### config.mk
export PLATFORM = sky130hd
export DESIGN_NAME = dat_table
export DESIGN_NICKNAME = d
export VERILOG_FILES = /design/src/rtl/dat_pkg.sv /design/src/rtl/dat_prio_enc.sv /design/src/rtl/dat_entry_store.sv /design/src/rtl/dat_table.sv
export SDC_FILE = /design/constraint.sdc
export NUM_CORES = 1
export LEC_CHECK = 0
export BUFFER_PORTS_ARGS = -buffer_cell sky130_fd_sc_hd__buf_2
export CAP_MARGIN = 25
export CORE_ASPECT_RATIO = 0.8
export CORE_MARGIN = 5
export CORE_UTILIZATION = 55
export DETAILED_ROUTE_END_ITERATION = 7
export PLACE_DENSITY = 0.75
export SLEW_MARGIN = 20
export SYNTH_ARGS = -nofsm -noshare
export SYNTH_HDL_FRONTEND = slang
export SYNTH_HIERARCHICAL = 1
export SYNTH_SLANG_ARGS = --single-unit
### constraint.sdc
create_clock -name clk -period 8.9 [get_ports clk]
set_clock_uncertainty 0.05 [all_clocks]
set_input_delay 2.225 -clock clk [delete_from_list [all_inputs] [get_ports clk]]
set_output_delay 2.225 -clock clk [all_outputs]
set_load 0.03 [all_outputs]
### src/rtl/dat_pkg.sv
package dat_pkg;

  // Stored layout of one table slot
  typedef struct packed {
    logic       legacy;   // bit 31
    logic [6:0] rsv_hi;   // bits 30:24
    logic       par;      // bit 23
    logic [6:0] dyn;      // bits 22:16
    logic [8:0] rsv_mid;  // bits 15:7
    logic [6:0] stat;     // bits 6:0
  } dat_entry_t;

  // True when the written word carries any field the slot keeps
  function automatic logic dat_claims(input logic [31:0] w);
    return w[31] | (|w[22:16]) | (|w[6:0]);
  endfunction

  // Build the stored slot from a host word; parity makes the 8-bit field odd
  function automatic dat_entry_t dat_pack(input logic [31:0] w);
    dat_entry_t e;
    e = '0;
    if (dat_claims(w)) begin
      e.legacy = w[31];
      e.dyn    = w[22:16];
      e.par    = ~^w[22:16];
      e.stat   = w[6:0];
    end
    return e;
  endfunction

endpackage

### src/rtl/dat_prio_enc.sv
module dat_prio_enc #(
  parameter int N  = 8,
  parameter int IW = 3
) (
  input  logic [N-1:0]  req,
  output logic          found,
  output logic [IW-1:0] idx
);

  always_comb begin
    found = |req;
    idx   = '0;
    for (int i = N - 1; i >= 0; i--) begin
      if (req[i]) idx = IW'(i);
    end
  end

endmodule

### src/rtl/dat_entry_store.sv
module dat_entry_store
  import dat_pkg::*;
#(
  parameter int DEPTH = 8,
  parameter int AW    = 8,
  parameter int BASE  = 32
) (
  input  logic                   clk,
  input  logic                   rst_n,
  input  logic                   wr_en,
  input  logic [AW-1:0]          addr,
  input  logic [31:0]            wdata,
  output dat_entry_t [DEPTH-1:0] ent_o,
  output logic [DEPTH-1:0]       occ_o
);

  for (genvar g = 0; g < DEPTH; g++) begin : g_slot
    localparam logic [AW-1:0] OFF = AW'(BASE + 4 * g);

    logic       sel;
    dat_entry_t ent_d, ent_q;
    logic       occ_d, occ_q;

    assign sel = wr_en && (addr == OFF);

    always_comb begin
      ent_d = dat_pack(wdata);
      occ_d = dat_claims(wdata);
    end

    always_ff @(posedge clk or negedge rst_n) begin
      if (!rst_n) begin
        ent_q <= '0;
        occ_q <= 1'b0;
      end else if (sel) begin
        ent_q <= ent_d;
        occ_q <= occ_d;
      end
    end

    assign ent_o[g] = ent_q;
    assign occ_o[g] = occ_q;
  end

endmodule

### src/rtl/dat_table.sv
module dat_table
  import dat_pkg::*;
#(
  parameter int DEPTH   = 8,
  parameter int AW      = 8,
  parameter int BASE    = 32,
  parameter int PTR_OFF = 0,
  localparam int IW     = (DEPTH > 1) ? $clog2(DEPTH) : 1
) (
  input  logic          clk,
  input  logic          rst_n,
  input  logic          wr_en,
  input  logic          rd_en,
  input  logic [AW-1:0] addr,
  input  logic [31:0]   wdata,
  output logic [31:0]   rdata,
  input  logic [6:0]    lookup_addr,
  output logic          lookup_hit,
  output logic [IW-1:0] lookup_idx,
  output logic          free_valid,
  output logic [IW-1:0] free_idx,
  output logic [31:0]   assign_cmd
);

  localparam logic [31:0] PTR_WORD = {16'(DEPTH), 8'h00, 8'(BASE)};

  // Reset: asserted asynchronously, released through two flops
  logic [1:0] rst_pipe;
  logic       rst_int_n;

  always_ff @(posedge clk or negedge rst_n) begin
    if (!rst_n) rst_pipe <= 2'b00;
    else        rst_pipe <= {rst_pipe[0], 1'b1};
  end
  assign rst_int_n = rst_pipe[1];

  // Slot storage
  dat_entry_t [DEPTH-1:0] ent_vec;
  logic [DEPTH-1:0]       occ_vec;

  dat_entry_store #(.DEPTH(DEPTH), .AW(AW), .BASE(BASE)) store_i (
    .clk   (clk),
    .rst_n (rst_int_n),
    .wr_en (wr_en),
    .addr  (addr),
    .wdata (wdata),
    .ent_o (ent_vec),
    .occ_o (occ_vec)
  );

  // Host read path
  logic [31:0] rd_d, rdata_q;

  always_comb begin
    rd_d = '0;
    if (addr == AW'(PTR_OFF)) rd_d = PTR_WORD;
    for (int i = 0; i < DEPTH; i++) begin
      if (addr == AW'(BASE + 4 * i)) rd_d = ent_vec[i];
    end
  end

  always_ff @(posedge clk or negedge rst_int_n) begin
    if (!rst_int_n)  rdata_q <= '0;
    else if (rd_en)  rdata_q <= rd_d;
  end
  assign rdata = rdata_q;

  // Parallel address match
  logic [DEPTH-1:0] match_vec;

  for (genvar g = 0; g < DEPTH; g++) begin : g_match
    logic [6:0] cand;
    assign cand         = ent_vec[g].legacy ? ent_vec[g].stat : ent_vec[g].dyn;
    assign match_vec[g] = occ_vec[g] && (cand == lookup_addr);
  end

  dat_prio_enc #(.N(DEPTH), .IW(IW)) match_enc_i (
    .req   (match_vec),
    .found (lookup_hit),
    .idx   (lookup_idx)
  );

  // Lowest free slot
  dat_prio_enc #(.N(DEPTH), .IW(IW)) free_enc_i (
    .req   (~occ_vec),
    .found (free_valid),
    .idx   (free_idx)
  );

  // Address-assignment fields: start slot and number of slots above it
  logic [4:0] span;
  always_comb begin
    span       = 5'(DEPTH) - 5'(free_idx);
    assign_cmd = '0;
    if (free_valid) begin
      assign_cmd[25:21] = span;
      assign_cmd[20:16] = 5'(free_idx);
    end
  end

endmodule

==> Word-level counts from Yosys, hierarchy flattened <==
Cells that the tools add are included.
{ "totals": {"rom_bits": 0, "mem_count": 0, "word_cells": 121, "ram_bits": 0, "latch_bits": 0, "out_inout_bits": 72, "reg_bits": 170} }
{ "classes": {"n_bitwise": 3, "mul": 0, "addsub": 1, "n_lt_le_gt_ge": 0, "n_reduce_logical": 22, "n_shift": 0, "n_mux": 37, "n_div": 0, "eq_ne": 16} }
{ "ops": {"columns": ["op", "n"], "rows": [
  ["$mux W32", 8],
  ["$eq A8 B6 Y1 const B", 8],
  ["$mux W7", 9],
  ["$eq A7 B7 Y1", 8],
  ["$mux W3", 16],
  ["$mux W20", 1],
  ["$logic_and A1 B1 Y1", 16],
  ["$reduce_or A8 Y1", 2],
  ["$reduce_or A7 Y1", 2],
  ["$mux W10", 1],
  ["$logic_not A8 Y1", 1],
  ["$mux W8", 1],
  ["$not A8 Y8", 1],
  ["$reduce_xnor A7 Y1", 1],
  ["$sub A4 B3 Y5 const A", 1],
  ["$or A1 B1 Y1", 2],
  ["$mux W1", 1]
]} }

==> Depth between registers and ports, before layout <==
Gate-level depths: netlist of run 1.
{ "depth": {"word_depth": 11, "ltp_mapped": 9} }

==> Modules after synthesis <==
The synthesis of run 1 kept the hierarchy.
{ "modules_own_cells": {"columns": ["mod", "area_each_um2", "seq_area_each_um2", "cells_per_inst", "n_inst"], "rows": [
  ["dat_entry_store", 6608.8, 3403.3, 526, 1],
  ["dat_table", 4984.8, 850.8, 663, 1],
  ["dat_prio_enc", 81.3, 0.0, 13, 2]
]} }

==> Worst setup path before layout of run 1 <==
Ideal clock, no wire load.
{ "synth_path": {"path_kind": "input -> output", "start": "input port lookup_addr[6]", "end": "output port lookup_idx[0]", "path_slack_ns": 2.498, "path_stages": 6, "arrival_ns": 4.127, "n_path_buf": 1, "required_time_ns": 6.625, "path_cell_list": "clkbuf_1 xor2_1 nand4_1 nor2_1 a21oi_1 o41ai_1"} }
{ "synth_via": {"elab_chain_len": 10, "elab_cells_between_ends": 24} }
{ "synth_lines": {"columns": ["item", "line", "rtl"], "rows": [
  ["start, declared", "dat_table.sv:17", "input logic [6:0] lookup_addr,"],
  ["$eq A7 B7 Y1", "dat_table.sv:74", "assign match_vec[g] = occ_vec[g] && (cand == lookup_addr);"],
  ["$logic_and A1 B1 Y1", "dat_table.sv:74", null],
  ["net match_vec[7]", "dat_table.sv:69", "logic [DEPTH-1:0] match_vec;"],
  ["$mux W3 (8 in a row)", "dat_prio_enc.sv:14", "if (req[i]) idx = IW'(i);"],
  ["end, declared", "dat_table.sv:19", "output logic [IW-1:0] lookup_idx,"]
]} }
The timed path passes the listed nets, and every way through them passes these cells.

==> Worst setup path in the final report of run 1 <==
{ "layout_path": {"start": "input port lookup_addr[1]", "end": "output port lookup_idx[0]"} }
The elaborated chain is that of the path after synthesis.

==> impl_metrics.py, run 1 <==
metrics = {
    "yosys": {
        "synth_ff_type": "dfrtp_1",
        "synth_top_area_frac": 0.362,
        "synth_edf_count": 0,
        "yosysWarnings": 6,
        "syn_area_per_cell_um2": 9.68,
        "synthCells": 1215,
        "synth_top_area_cell": "dfrtp_1",
        "synth_area_um2": 11800,
        "ys_ff_latch": 170,
        "seq_area_frac_synth": 0.362,
        "async_flop_share": 1.00,
        "synthTopCellsByArea": "dfrtp_1 36%, mux2i_1 11%, buf_4 10%",
        "synth_cell_types": 64,
    },
    "setup_path": {
        "crit_slowest_cell": "xor2_1",
        "crit_path_end_kind": "primary output",
        "crit_fanout": 8,
        "critPathBufInv": 2,
        "cpMostUsedCell": "buf_2",
        "crit_family": "buffers and inverters",
        "crit_path_max_incr_delay_ns": 0.32,
        "rrSetupSlack_ns": 6.89,
        "critPathKind": "in -> out",
        "worstPathRequired_ns": 6.63,
        "path_cells": "buf_2 -> xor2_1 -> nand4_1 -> nor2_1 -> a21oi_1 -> o41ai_1 -> buf_2",
        "arrival_ns": 3.76,
        "critPathLaunchType": "input pin",
    },
    "cts": {
        "hold_buffers": 0,
        "clk_pin_slew_ns": 0.07,
        "postCtsResizedCells": 0,
        "tritoncts": "built",
        "cts_root_buf": "clkbuf_16",
        "h-tree-depth": 4,
        "clock_sinks": 170,
        "clk_latency_ns": 0.44,
        "clock_path_buffers": 2,
        "postCtsSetupRepairBufs": 0,
        "cts_buffers": 17,
    },
    "timing": {
        "final.period_utilization": 0.678,
        "fin_setup_tns_ns": 0,
        "tightest_slew_ns": 1.12,
        "setup_violations": 0,
        "rsz0062_at_grt": "false",
        "slew_headroom": 0.253,
        "timing.hold.ws_ns": 0.152,
        "max_clock_freq_ghz": 0.166,
        "maxSlewViolCount": 0,
        "finalCriticalPeriod_ns": 6.04,
        "hold_viol": 0,
    },
    "routing": {
        "drc": 0,
        "top_layer": "met4",
        "dr.pass1.iters": 5,
        "viasPerCell": 5.89,
        "routed_wl_um": 33600,
        "met2_length_um": 14400,
        "vias": 8986,
        "drt_iter0_drc": 941,
        "route.met3.wl_um": 3240,
        "ant_nets": 0,
        "avgRoutedWirePerCell_um": 22.0,
        "met1_length_um": 15100,
    },
    "outcome": {
        "status": "finished, final reports clean",
    },
    "cells_and_area": {
        "area_growth_pct": 4.23,
        "nFillCells": 1829,
        "post-route-util": 0.587,
        "nNetsFinal": 1299,
        "drive_above_1_share": 0.190,
        "antennaDiodeCount": 0,
    },
    "grt": {
        "grt_pass1_wl_um": 50600,
        "antenna_found_initial": 0,
        "grt_max_degree": 79,
        "grt_remaining_overflow": 0,
        "grt_pass1_vias": 8418,
        "track_usage": 0.269,
    },
    "pwr": {
        "vdd_ir_drop_max_v": 0.000129,
        "leakage_nw": 6.04,
        "p_per_area_nw_per_um2": 152,
    },
    "floorplanning": {
        "start_util": 0.563,
        "num_rows": 47,
        "fp.dieH_um": 141,
        "fp.dieW_um": 173,
        "dieArea_um2": 24400,
        "pin_count": 123,
        "core_region_area_um2": 20900,
    },
    "place": {
        "place.gp.congestion": 0.972,
        "dp_hpwl_um": 22400,
        "port_buffers": 80,
    },
    "flow_run": {
        "maxCapViolations": 0,
    },
    "min_path": {
        "hp-class": "reg -> async",
    },
}
==> Yosys cell counts (all sizes together), types with 3 or more instances <==
library cell / count
buf: 196
dfrtp: 170
mux2i: 128
inv: 93
mux2: 83
a21oi: 73
o21ai: 68
xor2: 57
nor2: 51
clkbuf: 45
o31ai: 24
a22oi: 22
o221ai: 22
a221o: 20
nand4: 18
nand3: 17
nor2b: 11
nor3: 11
and3: 10
nand2: 9
a31oi: 7
and2: 7
nand2b: 7
o22ai: 7
or3: 6
o22a: 5
a221oi: 4
ha: 4
conb: 3
nor4: 3
or4: 3
or4b: 3
xnor2: 3
==> area by class of cell <==
class	count	area, µm²	area share
inverter	94	353	0.0288
clock buffer	18	439	0.0358
timing repair buffer	100	598	0.0488
sequential	170	4260	0.347
clock inverter	14	136	0.0111
tap	269	337	0.0275
multi-input combinational	861	6130	0.500
==> metrics by stage <==
step / instances / cell area [µm²] / total power, W / worst slack (ns)
floorplan: 1366 / 12300 / 0.00109 / 2.50
global placement: 1490 / 11600 / 0.00111 / 2.93
detailed placement: 1490 / 11600 / 0.00112 / 2.89
CTS: 1522 / 12200 / 0.00186 / 2.85
global route: 1526 / 12300 / 0.00193 / 2.78
finish: 1526 / 12300 / 0.00186 / 2.86
==> kinds of logic after synthesis <==
| group | after synthesis | synth area share |
|---|---|---|
| AOI/OAI and AO/OA | 265 | 0.149 |
| xor gates and xnor gates | 60 | 0.0447 |
| adders and majority gates | 4 | 0.00426 |
| buffers and inverters | 335 | 0.166 |
| DFF | 170 | 0.362 |
| muxes | 211 | 0.189 |
| other | 3 | 0.000958 |
| and+or+nand+nor | 167 | 0.0841 |
==> per-layer routing <==
layer,vias up,GRT usage
met5,-,0
met4,0,0.0865
met3,61,0.0605
met2,467,0.398
met1,4423,0.394
li1,4035,-
==> flip-flops by register name (all words and copies together) (netlist names) <==
signal / flops
rst_pipe: 2
store_i/g_slot.occ_q: 8
rdata: 32
store_i/ent_o: 128
==> cells in the final DEF, fill, tap and decap left out, types with 22 or more instances in the layout <==
cell type    n
mux2_2      81
xor2_1      57
a21oi_1     73
nor2_1      50
buf_2       80
inv_1       92
dfrtp_1    169
o21ai_0     66
mux2i_1    128
o221ai_1    22
conb_1     154
a22oi_1     22
==> path summary, 6_finish.rpt <==
kind | from | end | cells past startpoint
max | lookup_addr[1] | lookup_idx[0] | 7
min | rst_pipe[1] | rdata[26] | 0
max reg2reg | rst_pipe[1] | store_i/ent_o[31] | 4
min reg2reg | rst_pipe[1] | rdata[26] | 0
max in group asynchronous | rst_pipe[1] | store_i/ent_o[31] | 4
min in group clk | rst_pipe[0] | rst_pipe[1] | 0
==> power by group <==
group	switching (W)	leakage [nW]	internal (W)
clock	0.000345	0.267	0.000398
sequential	0.0000418	2.11	0.000807
combinational	0.000179	3.66	0.0000927
No activity file was read; power rests on OpenSTA's default activity.
==> run 2, diff against run 1 <==
==> constraint.sdc (replaced) <==
create_clock -name clk -period 6 [get_ports clk]
set_clock_uncertainty 0.05 [all_clocks]
set_input_delay 1.5 -clock clk [delete_from_list [all_inputs] [get_ports clk]]
set_output_delay 1.5 -clock clk [all_outputs]
set_load 0.03 [all_outputs]
==> impl_metrics.py, run 2 (synthesis gave the netlist of run 1 again) <==
metrics = {
    "outcome": {
        "status": "finished, final reports clean",
    },
    "timing": {
        "worst_slack_ns": 1.27,
        "hold_viol": 0,
        "timing.hold.ws_ns": 0.123,
        "max_clock_freq_ghz": 0.211,
        "tightest_slew_ns": 1.11,
        "final.period_utilization": 0.789,
        "setup_violations": 0,
        "slew_headroom": 0.258,
        "maxSlewViolCount": 0,
        "finalCriticalPeriod_ns": 4.73,
        "rsz0062_at_grt": "false",
        "fin_setup_tns_ns": 0,
    },
    "grt": {
        "grt_max_degree": 158,
        "antenna_found_initial": 0,
        "track_usage": 0.266,
        "grt_pass1_vias": 8362,
        "grt_remaining_overflow": 0,
        "grt_pass1_wl_um": 50100,
    },
    "cells_and_area": {
        "drive_above_1_share": 0.184,
        "final_common_cell": "dfrtp_1",
        "area_growth_pct": 3.79,
        "nNetsFinal": 1296,
        "antennaDiodeCount": 0,
        "instances_no_fill": 1522,
        "largest_register_ffs": 128,
        "post-route-util": 0.584,
        "final_cell_mix": "169 x dfrtp_1, 154 x conb_1, 128 x mux2i_1, 92 x inv_1, 81 x mux2_2",
    },
    "flow_run": {
        "maxCapViolations": 0,
    },
    "place": {
        "pre_cts_slack_ns": 1.32,
        "dp.cells": 1490,
        "dp_hpwl_um": 22200,
        "port_buffers": 80,
        "place.gp.congestion": 0.965,
    },
    "cts": {
        "cts_buffers": 17,
        "cts_root_buf": "clkbuf_16",
        "clk_latency_ns": 0.44,
        "hold_buffers": 0,
        "postCtsSetupRepairBufs": 0,
        "clock_sinks": 170,
        "tritoncts": "built",
        "h-tree-depth": 4,
        "postCtsResizedCells": 0,
        "clock_path_buffers": 2,
        "clk_pin_slew_ns": 0.07,
    },
    "setup_path": {
        "crit_path_max_incr_delay_ns": 0.88,
        "r2r-start": "store_i/ent_o[63]",
        "path_cells": "mux2i_1 -> xor2_1 -> nand4_1 -> nor2_1 -> a21oi_1 -> o41ai_1 -> buf_2",
        "r2r_cells": 5,
        "cp-endpoint": "lookup_idx[0]",
        "crit_path_end_kind": "primary output",
        "cp-startpoint": "store_i/ent_o[255]",
        "reg2reg_to": "rdata[31]",
        "crit_fanout": 9,
        "critPathKind": "reg -> out",
        "worstPathRequired_ns": 4.45,
        "critPathLaunchType": "flip-flop",
        "rrSetupSlack_ns": 4.36,
        "crit_slowest_cell": "dfrtp_1",
        "arrival_ns": 3.18,
    },
    "floorplanning": {
        "dieArea_um2": 24400,
        "pin_count": 123,
        "core_region_area_um2": 20900,
        "fp.dieH_um": 141,
        "fp.dieW_um": 173,
        "start_util": 0.563,
        "num_rows": 47,
    },
    "routing": {
        "vias": 8777,
        "ant_nets": 0,
        "dr.pass1.iters": 5,
        "drc": 0,
        "routed_wl_um": 32600,
        "viasPerCell": 5.77,
        "drt_iter0_drc": 839,
        "avgRoutedWirePerCell_um": 21.4,
    },
    "pwr": {
        "p_per_area_nw_per_um2": 227,
        "vdd_ir_drop_max_v": 0.000173,
        "leakage_nw": 6.03,
    },
    "min_path": {
        "hp-class": "reg -> async",
    },
}
run 2: worst min path at each step:
stage	endpoint	cells past startpoint	slack (ns)	from
2_1_floorplan	rst_pipe[1]	0	0.28	rst_pipe[0]
3_3_place_gp	rdata[26]	0	0.13	rst_pipe[1]
3_5_place_dp	rdata[4]	0	0.13	rst_pipe[1]
4_1_cts	rdata[26]	0	0.13	rst_pipe[1]
5_1_grt	rdata[26]	0	0.14	rst_pipe[1]
6_report	rdata[26]	0	0.12	rst_pipe[1]
run 2: layer usage:
metal	part of all wire	vias to the layer above	GRT usage
li1	-	4034	-
met1	0.45	4312	0.395
met2	0.43	377	0.385
met3	0.091	54	0.0632
met4	0.027	0	0.0819
met5	0	-	0
run 2: through the flow:
step                area, µm²  total power (W)
finish                  12200          0.00278
global route            12200          0.00288
CTS                     12200          0.00278
detailed placement      11600          0.00166
global placement        11600          0.00165
floorplan               12300          0.00162
run 2: area by class of cell:
type,count,area (µm²)
Sequential cell,170,4260
Multi-Input combinational cell,861,6130
Timing Repair Buffer,97,548
Clock buffer,23,458
Fill cell,1808,8670
Clock inverter,8,121
Inverter,94,353
Tap cell,269,337
run 2: worst max-delay path: cells and delay by family, from the launching register on:
family | cells | cell delay (ns)
AND/OR/NAND/NOR | 2 | 0.36
XOR/XNOR | 1 | 0.35
flip-flops | 1 | 0.88
multiplexers | 1 | 0.40
AO/OA/AOI/OAI | 2 | 0.46
buffers and inverters | 1 | 0.28
run 2: power by group:
group | leakage, nW | internal (W) | switching, W
Clock | 0.281 | 0.000662 | 0.000458
Combinational | 3.63 | 0.000134 | 0.000261
Sequential | 2.11 | 0.00120 | 0.0000617
==> run 3, diff against run 2 <==
--- a/config.mk
+++ b/config.mk
@@ -11,7 +11,7 @@
 export CORE_MARGIN = 5
 export CORE_UTILIZATION = 55
 export DETAILED_ROUTE_END_ITERATION = 7
-export PLACE_DENSITY = 0.75
+export PLACE_DENSITY = 0.78
 export SLEW_MARGIN = 20
 export SYNTH_ARGS = -nofsm -noshare
 export SYNTH_HDL_FRONTEND = slang
==> constraint.sdc (replaced) <==
create_clock -name clk -period 4.35 [get_ports clk]
set_clock_uncertainty 0.05 [all_clocks]
set_input_delay 1.0875 -clock clk [delete_from_list [all_inputs] [get_ports clk]]
set_output_delay 1.0875 -clock clk [all_outputs]
set_load 0.03 [all_outputs]
==> impl_metrics.py, run 3 (synthesis gave the netlist of run 1 again) <==
metrics = {
    "routing": {
        "drc": 0,
        "drt_iter0_drc": 1023,
        "vias": 8991,
        "avgRoutedWirePerCell_um": 22.1,
        "dr.pass1.iters": 5,
        "routed_wl_um": 33800,
        "ant_nets": 0,
        "viasPerCell": 5.87,
    },
    "place": {
        "place.gp.congestion": 0.980,
        "pre_cts_slack_ns": 0.665,
        "dp_hpwl_um": 23100,
        "dp.cells": 1499,
        "port_buffers": 80,
    },
    "cts": {
        "clk_pin_slew_ns": 0.07,
        "clock_path_buffers": 2,
        "clk_latency_ns": 0.44,
        "postCtsSetupRepairBufs": 0,
        "hold_buffers": 0,
        "clock_sinks": 170,
        "postCtsResizedCells": 0,
        "h-tree-depth": 4,
        "tritoncts": "built",
        "cts_root_buf": "clkbuf_16",
        "cts_buffers": 17,
    },
    "min_path": {
        "hp-class": "reg -> reg",
    },
    "floorplanning": {
        "num_rows": 47,
        "start_util": 0.563,
        "dieArea_um2": 24400,
        "fp.dieH_um": 141,
        "pin_count": 123,
        "fp.dieW_um": 173,
        "core_region_area_um2": 20900,
    },
    "timing": {
        "worst_slack_ns": 0.139,
        "final.period_utilization": 0.968,
        "tightest_slew_ns": 1.12,
        "slew_headroom": 0.246,
        "max_clock_freq_ghz": 0.237,
        "rsz0062_at_grt": "false",
        "finalCriticalPeriod_ns": 4.21,
        "setup_violations": 0,
        "fin_setup_tns_ns": 0,
        "maxSlewViolCount": 0,
        "hold_viol": 0,
    },
    "grt": {
        "grt_pass1_wl_um": 51100,
        "grt_pass1_vias": 8441,
        "grt_max_degree": 118,
        "grt_remaining_overflow": 0,
        "antenna_found_initial": 2,
        "track_usage": 0.272,
    },
    "setup_path": {
        "crit_fanout": 9,
        "crit_family": "flip-flops",
        "critPathLaunchType": "flip-flop",
        "crit_path_end_kind": "primary output",
        "worstPathRequired_ns": 3.21,
        "crit_path_max_incr_delay_ns": 0.86,
        "critPathBufInv": 1,
        "crit_slowest_cell": "dfrtp_1",
        "arrival_ns": 3.07,
        "critPathKind": "reg -> out",
        "path_cells": "mux2i_1 -> xor2_1 -> nand4_1 -> nor2_1 -> a21oi_1 -> o41ai_1 -> buf_2",
    },
    "flow_run": {
        "maxCapViolations": 0,
    },
    "cells_and_area": {
        "final_common_cell": "dfrtp_1",
        "largest_register_ffs": 128,
        "drive_above_1_share": 0.193,
        "post-route-util": 0.585,
        "instances_no_fill": 1532,
        "nNetsFinal": 1304,
        "final_cell_mix": "169 x dfrtp_1, 154 x conb_1, 128 x mux2i_1, 92 x inv_1, 81 x mux2_2",
        "area_growth_pct": 3.94,
    },
    "outcome": {
        "status": "finished, final reports clean",
    },
    "pwr": {
        "p_per_area_nw_per_um2": 305,
        "vdd_ir_drop_max_v": 0.000230,
        "leakage_nw": 6.04,
    },
}
## run 3: final timing paths
kind                                    start                 end  slack (ns)  cells past startpoint
hold reg to reg                   rst_pipe[0]         rst_pipe[1]        0.31                      0
setup reg to reg            store_i/ent_o[63]           rdata[31]        2.78                      5
max in group asynchronous         rst_pipe[1]  store_i/ent_o[224]        2.80                      1
min in group asynchronous         rst_pipe[1]  store_i/ent_o[162]        0.34                      0
setup / recovery           store_i/ent_o[255]       lookup_idx[0]        0.14                      7
hold / removal                    rst_pipe[0]         rst_pipe[1]        0.31                      0
## run 3: final cells by class
class                           instances  area, µm²
Antenna cell                            1       2.50
Clock buffer                           19        443
Clock inverter                         13       97.6
Fill cell                            1786       8660
Inverter                               94        353
Multi-Input combinational cell        861       6120
Sequential cell                       170       4260
Tap cell                              269        337
Timing Repair Buffer                  105        608
## run 3: routing by layer
layer	wire [µm]	vias to the layer above	track usage
met5	7	-	0
met4	741	2	0.0806
met3	3690	62	0.0806
met2	14900	460	0.396
met1	14400	4412	0.393
li1	-	4055	-
## run 3: power by group
| group | total (W) | internal [W] | switching, W | leakage (nW) |
|---|---|---|---|---|
| Sequential | 0.00175 | 0.00165 | 0.0000957 | 2.11 |
| Combinational | 0.000544 | 0.000186 | 0.000358 | 3.67 |
| Clock | 0.00144 | 0.000747 | 0.000690 | 0.255 |
## run 3: worst register-to-register path: stages, from the launching register on
cell,delay (ns)
dfrtp_1,0.76
inv_1,0.09
o21ai_0,0.15
o221ai_1,0.13
o21ai_0,0.18
a211o_1,0.16
## run 3: through the flow
step / hold slack (ns) / power [W] / instance area [µm²]
2_1_floorplan: 0.281 / 0.00223 / 12300
3_3_place_gp: 0.287 / 0.00229 / 11700
3_5_place_dp: 0.292 / 0.00230 / 11700
4_1_cts: 0.318 / 0.00372 / 12200
5_1_grt: 0.330 / 0.00386 / 12200
6_report: 0.309 / 0.00373 / 12200
